## src/rtl/chan_scan_pkg.sv

```systemverilog
package chan_scan_pkg;

    typedef enum logic [1:0] {
        ST_IDLE = 2'd0,
        ST_HELD = 2'd1,
        ST_SCAN = 2'd2,
        ST_PASS = 2'd3
    } scan_state_t;

endpackage

```

## src/rtl/chan_scan_counter.sv

```systemverilog
module chan_scan_counter #(
    parameter int NUM_CH = 128,
    localparam int ADDR_W = (NUM_CH > 1) ? $clog2(NUM_CH) : 1
) (
    input  logic              clk,
    input  logic              rst_n,
    input  logic              load,
    input  logic              inc,
    output logic [ADDR_W-1:0] cnt,
    output logic              at_last
);

    localparam logic [ADDR_W-1:0] LAST_IDX = ADDR_W'(NUM_CH - 1);

    always_ff @(posedge clk or negedge rst_n) begin
        if (!rst_n) begin
            cnt <= '0;
        end else if (load) begin
            cnt <= '0;
        end else if (inc) begin
            cnt <= cnt + 1'b1;
        end
    end

    assign at_last = (cnt == LAST_IDX);

endmodule

```

## src/rtl/chan_scan_errflag.sv

```systemverilog
module chan_scan_errflag (
    input  logic clk,
    input  logic rst_n,
    input  logic set,
    output logic flag
);

    always_ff @(posedge clk or negedge rst_n) begin
        if (!rst_n) begin
            flag <= 1'b0;
        end else if (set) begin
            flag <= 1'b1;
        end
    end

endmodule

```

## src/rtl/chan_scan_fsm.sv

```systemverilog
module chan_scan_fsm
    import chan_scan_pkg::*;
(
    input  logic clk,
    input  logic rst_n,
    input  logic hold_req,
    input  logic token_in,
    input  logic fast_clr,
    input  logic at_last,
    output logic cnt_load,
    output logic cnt_inc,
    output logic scan_busy,
    output logic data_vld,
    output logic token_out,
    output logic hold_ctl
);

    scan_state_t state_q;
    scan_state_t state_d;

    // Next-state logic; fast-clear overrides every transition.
    always_comb begin
        state_d = state_q;
        if (fast_clr) begin
            state_d = ST_IDLE;
        end else begin
            unique case (state_q)
                ST_IDLE: if (hold_req) state_d = ST_HELD;
                ST_HELD: if (token_in) state_d = ST_SCAN;
                ST_SCAN: if (at_last)  state_d = ST_PASS;
                ST_PASS: state_d = ST_IDLE;
                default: state_d = ST_IDLE;
            endcase
        end
    end

    // State register
    always_ff @(posedge clk or negedge rst_n) begin
        if (!rst_n) begin
            state_q <= ST_IDLE;
        end else begin
            state_q <= state_d;
        end
    end

    // Output decode
    always_comb begin
        cnt_load  = 1'b0;
        cnt_inc   = 1'b0;
        scan_busy = 1'b0;
        data_vld  = 1'b0;
        token_out = 1'b0;
        hold_ctl  = 1'b0;
        unique case (state_q)
            ST_IDLE: begin
            end
            ST_HELD: begin
                hold_ctl = 1'b1;
                cnt_load = token_in && !fast_clr;
            end
            ST_SCAN: begin
                hold_ctl  = 1'b1;
                scan_busy = 1'b1;
                data_vld  = 1'b1;
                cnt_inc   = !at_last;
            end
            ST_PASS: begin
                hold_ctl  = 1'b1;
                token_out = 1'b1;
            end
            default: begin
            end
        endcase
    end

endmodule

```

## src/rtl/chan_scan_seq.sv

```systemverilog
module chan_scan_seq #(
    parameter int NUM_CH = 128,
    localparam int ADDR_W = (NUM_CH > 1) ? $clog2(NUM_CH) : 1
) (
    input  logic              clk,
    input  logic              rst_n,
    input  logic              hold_req,
    input  logic              token_in,
    input  logic              fast_clr,
    output logic [ADDR_W-1:0] mux_sel,
    output logic              data_vld,
    output logic              token_out,
    output logic              hold_ctl,
    output logic              proto_err
);

    logic cnt_load;
    logic cnt_inc;
    logic at_last;
    logic scan_busy;

    chan_scan_fsm u_fsm (
        .clk       (clk),
        .rst_n     (rst_n),
        .hold_req  (hold_req),
        .token_in  (token_in),
        .fast_clr  (fast_clr),
        .at_last   (at_last),
        .cnt_load  (cnt_load),
        .cnt_inc   (cnt_inc),
        .scan_busy (scan_busy),
        .data_vld  (data_vld),
        .token_out (token_out),
        .hold_ctl  (hold_ctl)
    );

    chan_scan_counter #(
        .NUM_CH (NUM_CH)
    ) u_cnt (
        .clk     (clk),
        .rst_n   (rst_n),
        .load    (cnt_load),
        .inc     (cnt_inc),
        .cnt     (mux_sel),
        .at_last (at_last)
    );

    chan_scan_errflag u_err (
        .clk   (clk),
        .rst_n (rst_n),
        .set   (scan_busy && token_in),
        .flag  (proto_err)
    );

endmodule

```

## config.mk

```make
export PLATFORM = sky130hd
export DESIGN_NAME = chan_scan_seq
export DESIGN_NICKNAME = d
export VERILOG_FILES = /design/src/rtl/chan_scan_pkg.sv /design/src/rtl/chan_scan_counter.sv /design/src/rtl/chan_scan_errflag.sv /design/src/rtl/chan_scan_fsm.sv /design/src/rtl/chan_scan_seq.sv
export SDC_FILE = /design/constraint.sdc
export NUM_CORES = 1
export LEC_CHECK = 0
export ABC_AREA = 1
export CAP_MARGIN = 20
export CORE_UTILIZATION = 47
export CTS_CLUSTER_SIZE = 25
export DETAILED_ROUTE_END_ITERATION = 8
export PLACE_DENSITY = 0.87
export SYNTH_ARGS = -nofsm -noshare
export SYNTH_HDL_FRONTEND = slang
export SYNTH_SLANG_ARGS = --single-unit
```

## constraint.sdc

```tcl
create_clock -name clk -period 1.36 [get_ports clk]
set_input_delay 0.272 -clock clk [delete_from_list [all_inputs] [get_ports clk]]
set_output_delay 0.272 -clock clk [all_outputs]
set_load 0.1 [all_outputs]
```

# After elaboration in Yosys (flattened, before gate mapping)
# Index checks and enable logic that the tools add are counted.
op_classes:
  addsub: 1
  n_eq_ne: 7
  n_reduce_logical: 8
  mux: 12
op_table:
  columns: ["op", "count"]
  rows:
  - ["7-bit two-way mux", 2]
  - ["2-bit two-way mux", 4]
  - ["2-bit case mux with 4 select lines", 1]
  - ["7-bit by 1-bit adder with 7-bit output (second input constant)", 1]
  - ["7-bit equality test (second input constant)", 1]
  - ["3-bit != test (second input constant)", 2]
  - ["1-bit two-way mux", 5]
  - ["2-bit equality test (second input constant)", 2]
  - ["3-bit by 2-bit != test with 1-bit output (second input constant)", 1]
  - ["3-bit AND reduction", 1]
  - ["3-bit OR reduction", 1]
  - ["2-bit by 1-bit equality test with 1-bit output (second input constant)", 1]
  - ["1-bit logical AND", 2]
  - ["1-bit zero test", 2]
  - ["2-bit zero test", 1]
  - ["2-bit nonzero test", 1]
totals:
  reg_bits: 10
  out_inout_bits: 11

# Longest topological paths before layout
logic_depth:
  ltp_word: 5
  mapped_depth: 8
  depth_no_buf: 8

# Cells and area by module
# A second synthesis with hierarchy kept.
hier_totals:
  hier_cells: 85
  hier_area_um2: 641.9
by_module_without_submodules:
  columns: ["mod", "cells_each", "seq_area_each_um2", "instances", "area_per_inst_um2"]
  rows:
  - ["chan_scan_counter", 48, 175.2, 1, 381.6]
  - ["chan_scan_fsm", 31, 50.0, 1, 216.5]
  - ["chan_scan_errflag", 4, 25.0, 1, 36.3]
  - ["chan_scan_seq", 2, 0.0, 1, 7.5]

# Worst setup path after synthesis
# No wires, ideal clock.
synth_path:
  path_type: "register to register"
  from: "register u_fsm.state_q[0]"
  to: "register u_cnt.cnt[5]"
  arrival_time_ns: 1.903
  setup_time_ns: 0.120
  t_required_ns: 1.240
  slack_ns: -0.664
  period_less_slack_ns: 2.024
  stages_incl_launch_ff: 8
  path_cell_list: "dfrtp_1 > inv_1 > ha_1 > inv_1 > nor2_2 > nor2_2 > nand2_1 > nand2_1"
synth_via:
  elab_chain_len: 3
synth_lines:
  columns: ["element", "line", "text"]
  rows:
  - ["start: declaration", "chan_scan_fsm.sv:18", "scan_state_t state_q;"]
  - ["start signal: assignment", "chan_scan_fsm.sv:42", "state_q <= state_d;"]
  - ["2-bit by 1-bit equality test with 1-bit output or 2-bit equality test (tied branches)", "chan_scan_fsm.sv:54", "unique case (state_q)"]
  - ["1-bit two-way mux", "chan_scan_fsm.sv:54", null]
  - ["7-bit two-way mux or 2-bit nonzero test (tied branches)", null, null]
  - ["end signal: assignment", "chan_scan_counter.sv:21", "cnt <= cnt + 1'b1;"]
  - ["end: declaration", "chan_scan_counter.sv:9", "output logic [ADDR_W-1:0] cnt,"]
# Parallel ways exist; a longest one is shown, timed or not.
# A chain may end at the register's enable or synchronous reset.

# Worst setup path after layout
layout_path:
  from: "register u_fsm.state_q[0]"
  to: "output port hold_ctl"
layout_via:
  elab_chain_len: 3
layout_lines:
  columns: ["element", "line", "text"]
  rows:
  - ["2-bit by 1-bit equality test with 1-bit output or 2-bit equality test (tied branches)", "chan_scan_fsm.sv:54", null]
  - ["3-bit OR reduction (no source line) *", null, null]
  - ["1-bit two-way mux *", "chan_scan_fsm.sv:54", null]
  - ["end: declaration", "chan_scan_seq.sv:13", "output logic hold_ctl,"]
# Every way passes the cells marked *; elsewhere a longest branch is shown, timed or not.

==> flow_metrics.tcl <==
set metrics [dict create \
    status "complete, but fails checks" \
    violations "setup timing" \
    ys_ff_latch 10 \
    relSlewSlack 0.695 \
    final_max_slew_viol_count 0 \
    route.detailed.drc 0 \
    final-instance-count-excl-fill 129 \
    whs_ns 0.298 \
    synthCells 88 \
    routed_wl_um 1700 \
    synth-edff-count 0 \
    die_h_um 39.8 \
    power_density_nw_per_um2 2380 \
    insertedDiodeCount 0 \
    place_congestion 0.848 \
    layout-drive-gt1-share 0.509 \
    synth.top_cells.by_count "nand2_1, inv_1, dfrtp_1, nor2_1, nand3_1" \
    io_pins 16 \
    crit_fanout 3 \
    synth_area_leader_cell "dfrtp_1" \
    setup_viol 5 \
    drt_iter0_markers 22 \
    synthArstFlopShare 1.00 \
    n_fill_cell 61 \
    hold_path.class "in2async" \
    syn_area_sq_um 673 \
    io_buffers 15 \
    max-vdd-ir-drop_v 0.00168 \
    fin_crit_ns 1.48 \
    rsz0062_at_grt "yes" \
    worst_slack_ns -0.117 \
    core_sq_um 1320 \
    syn_nets 98 \
    total_power_mw 2.70 \
    drtAntennaViolNets 0 \
    cts.clk_slew.worst_paths_ns 0.08 \
    synth-warning-count 0 \
    leakagePower_nw 0.497 \
    cp_data_required_time_ns 1.09 \
    firstDrtPassIters 4 \
    yosysTopAreaCellShare 0.372 \
    finalSetupTns_ns -0.358 \
    ys_seq_area_frac 0.372 \
    synth_area_per_cell_sq_um 7.65 \
    cts_tree "yes" \
    layout.nets 125 \
    start_util 0.511 \
    clockBufferDepth 2 \
    ys_top_cells_by_area "dfrtp_1, nand2_1, ha_1" \
    end_kind "output pin" \
    clock_skew_ns 0.00590 \
    avgRoutedWirePerCell_um 13.2 \
    hold_viol 0 \
    numCtsBuffers 3 \
    synthFlopType "dfrtp_1" \
    period_share 1.09 \
    first_global_vias 623 \
    overflow 0 \
    worst-slew-pin-transition_ns 0.456 \
    root_buffer "clkbuf_4" \
    cts_sinks 10 \
    grt_first_pass_wirelength_um 2630 \
    grt.total_usage 0.268 \
    die-area_sq_um 1590 \
    yosys.cell_count.top_type "nand2_1" \
    dp_cells 122 \
    dp_hpwl_um 1240 \
    rows 13 \
    htreeDepth 1 \
    grt_max_degree 11 \
    insertion_delay_ns 0.28 \
    vias_per_cell 5.19 \
    start_kind "flip-flop" \
    syn2layout_area_growth_pct 68.6 \
    crit_type "reg2out" \
    die_w_um 39.8 \
    vias 670 \
    antenna_found_initial 0 \
    cap_violations 0 \
    fmax_ghz 0.677 \
    ys_types 20 \
    arrival_ns 1.20 \
]
==> kinds of logic (layout without fill, tap and decap cells) <==
family | Yosys count | count (layout) | share of synthesized area
buffers and inverters | 14 | 40 | 0.0781
DFF | 10 | 10 | 0.372
adders and majority gates | 5 | 5 | 0.0929
xor gates and xnor gates | 1 | 1 | 0.0130
and+or+nand+nor | 51 | 51 | 0.372
AOI/OAI and AO/OA | 7 | 7 | 0.0725
==> per-stage QoR <==
stage          utilization  cell area [sq um]  worst slack, ns
2_1_floorplan            -                748          -0.0808
3_3_place_gp         0.802               1060           0.0158
3_5_place_dp         0.802               1060          -0.0409
4_1_cts              0.858               1130           -0.107
5_1_grt              0.861               1130           -0.142
6_report             0.861               1130           -0.117
==> flip-flops by register name, summed over array words and instances (netlist names) <==
register / flops
u_cnt.cnt: 7
u_fsm.state_q: 2
u_err.flag: 1
==> metal layers <==
metal  GRT usage  wire, um
met5           0         0
met4       0.129        59
met3      0.0682        73
met2       0.426       819
met1       0.332       748
==> final timing paths <==
kind	start	cells past startpoint	slack (ns)	to
min in group clk	u_err.flag	1	0.53	u_err.flag
hold / removal	rst_n	1	0.30	u_err.flag
max in group asynchronous	rst_n	1	0.70	u_cnt.cnt[0]
setup reg to reg	u_fsm.state_q[1]	9	-0.03	u_fsm.state_q[0]
hold reg to reg	u_err.flag	1	0.53	u_err.flag
setup / recovery	u_fsm.state_q[0]	4	-0.12	hold_ctl
==> power by group <==
group          total, mW  switching [mW]  internal [mW]  leakage, nW
logic               1.83            1.15          0.683        0.359
registers          0.583           0.172          0.412        0.117
clock network      0.289           0.126          0.163       0.0210
==> cell usage in the layout, fill, tap and decap left out, types with 5 or more instances in the layout <==
master	instances
buf_12	11
buf_4	7
inv_1	7
inv_2	5
nand2_1	20
nand2_2	5
nand3_1	6
nor2_1	8
==> what timing repair did <==
| item | CTS | global route |
|---|---|---|
| pin swaps | 2 | 3 |
| setup buffers | 3 | 0 |
| gates resized for setup | 4 | 1 |
| hold buffers | 0 | 0 |
| gates cloned | 0 | 0 |
| endpoints found under the setup margin | 3 | 8 |
==> cell type report <==
class / instances / area [sq um] / share of cell area
Clock buffer: 4 / 36.3 / 0.0320
Inverter: 14 / 58.8 / 0.0518
Multi-Input combinational cell: 64 / 438 / 0.386
Sequential cell: 10 / 270 / 0.238
Tap cell: 15 / 18.8 / 0.0165
Timing Repair Buffer: 22 / 313 / 0.276
==> critical path, stage by stage (launching register included) <==
cell        delay (ns)
dfrtp_2           0.44
inv_4             0.08
ha_4              0.15
clkinvlp_4        0.09
buf_12            0.17
(Power assumes the default switching activity.)
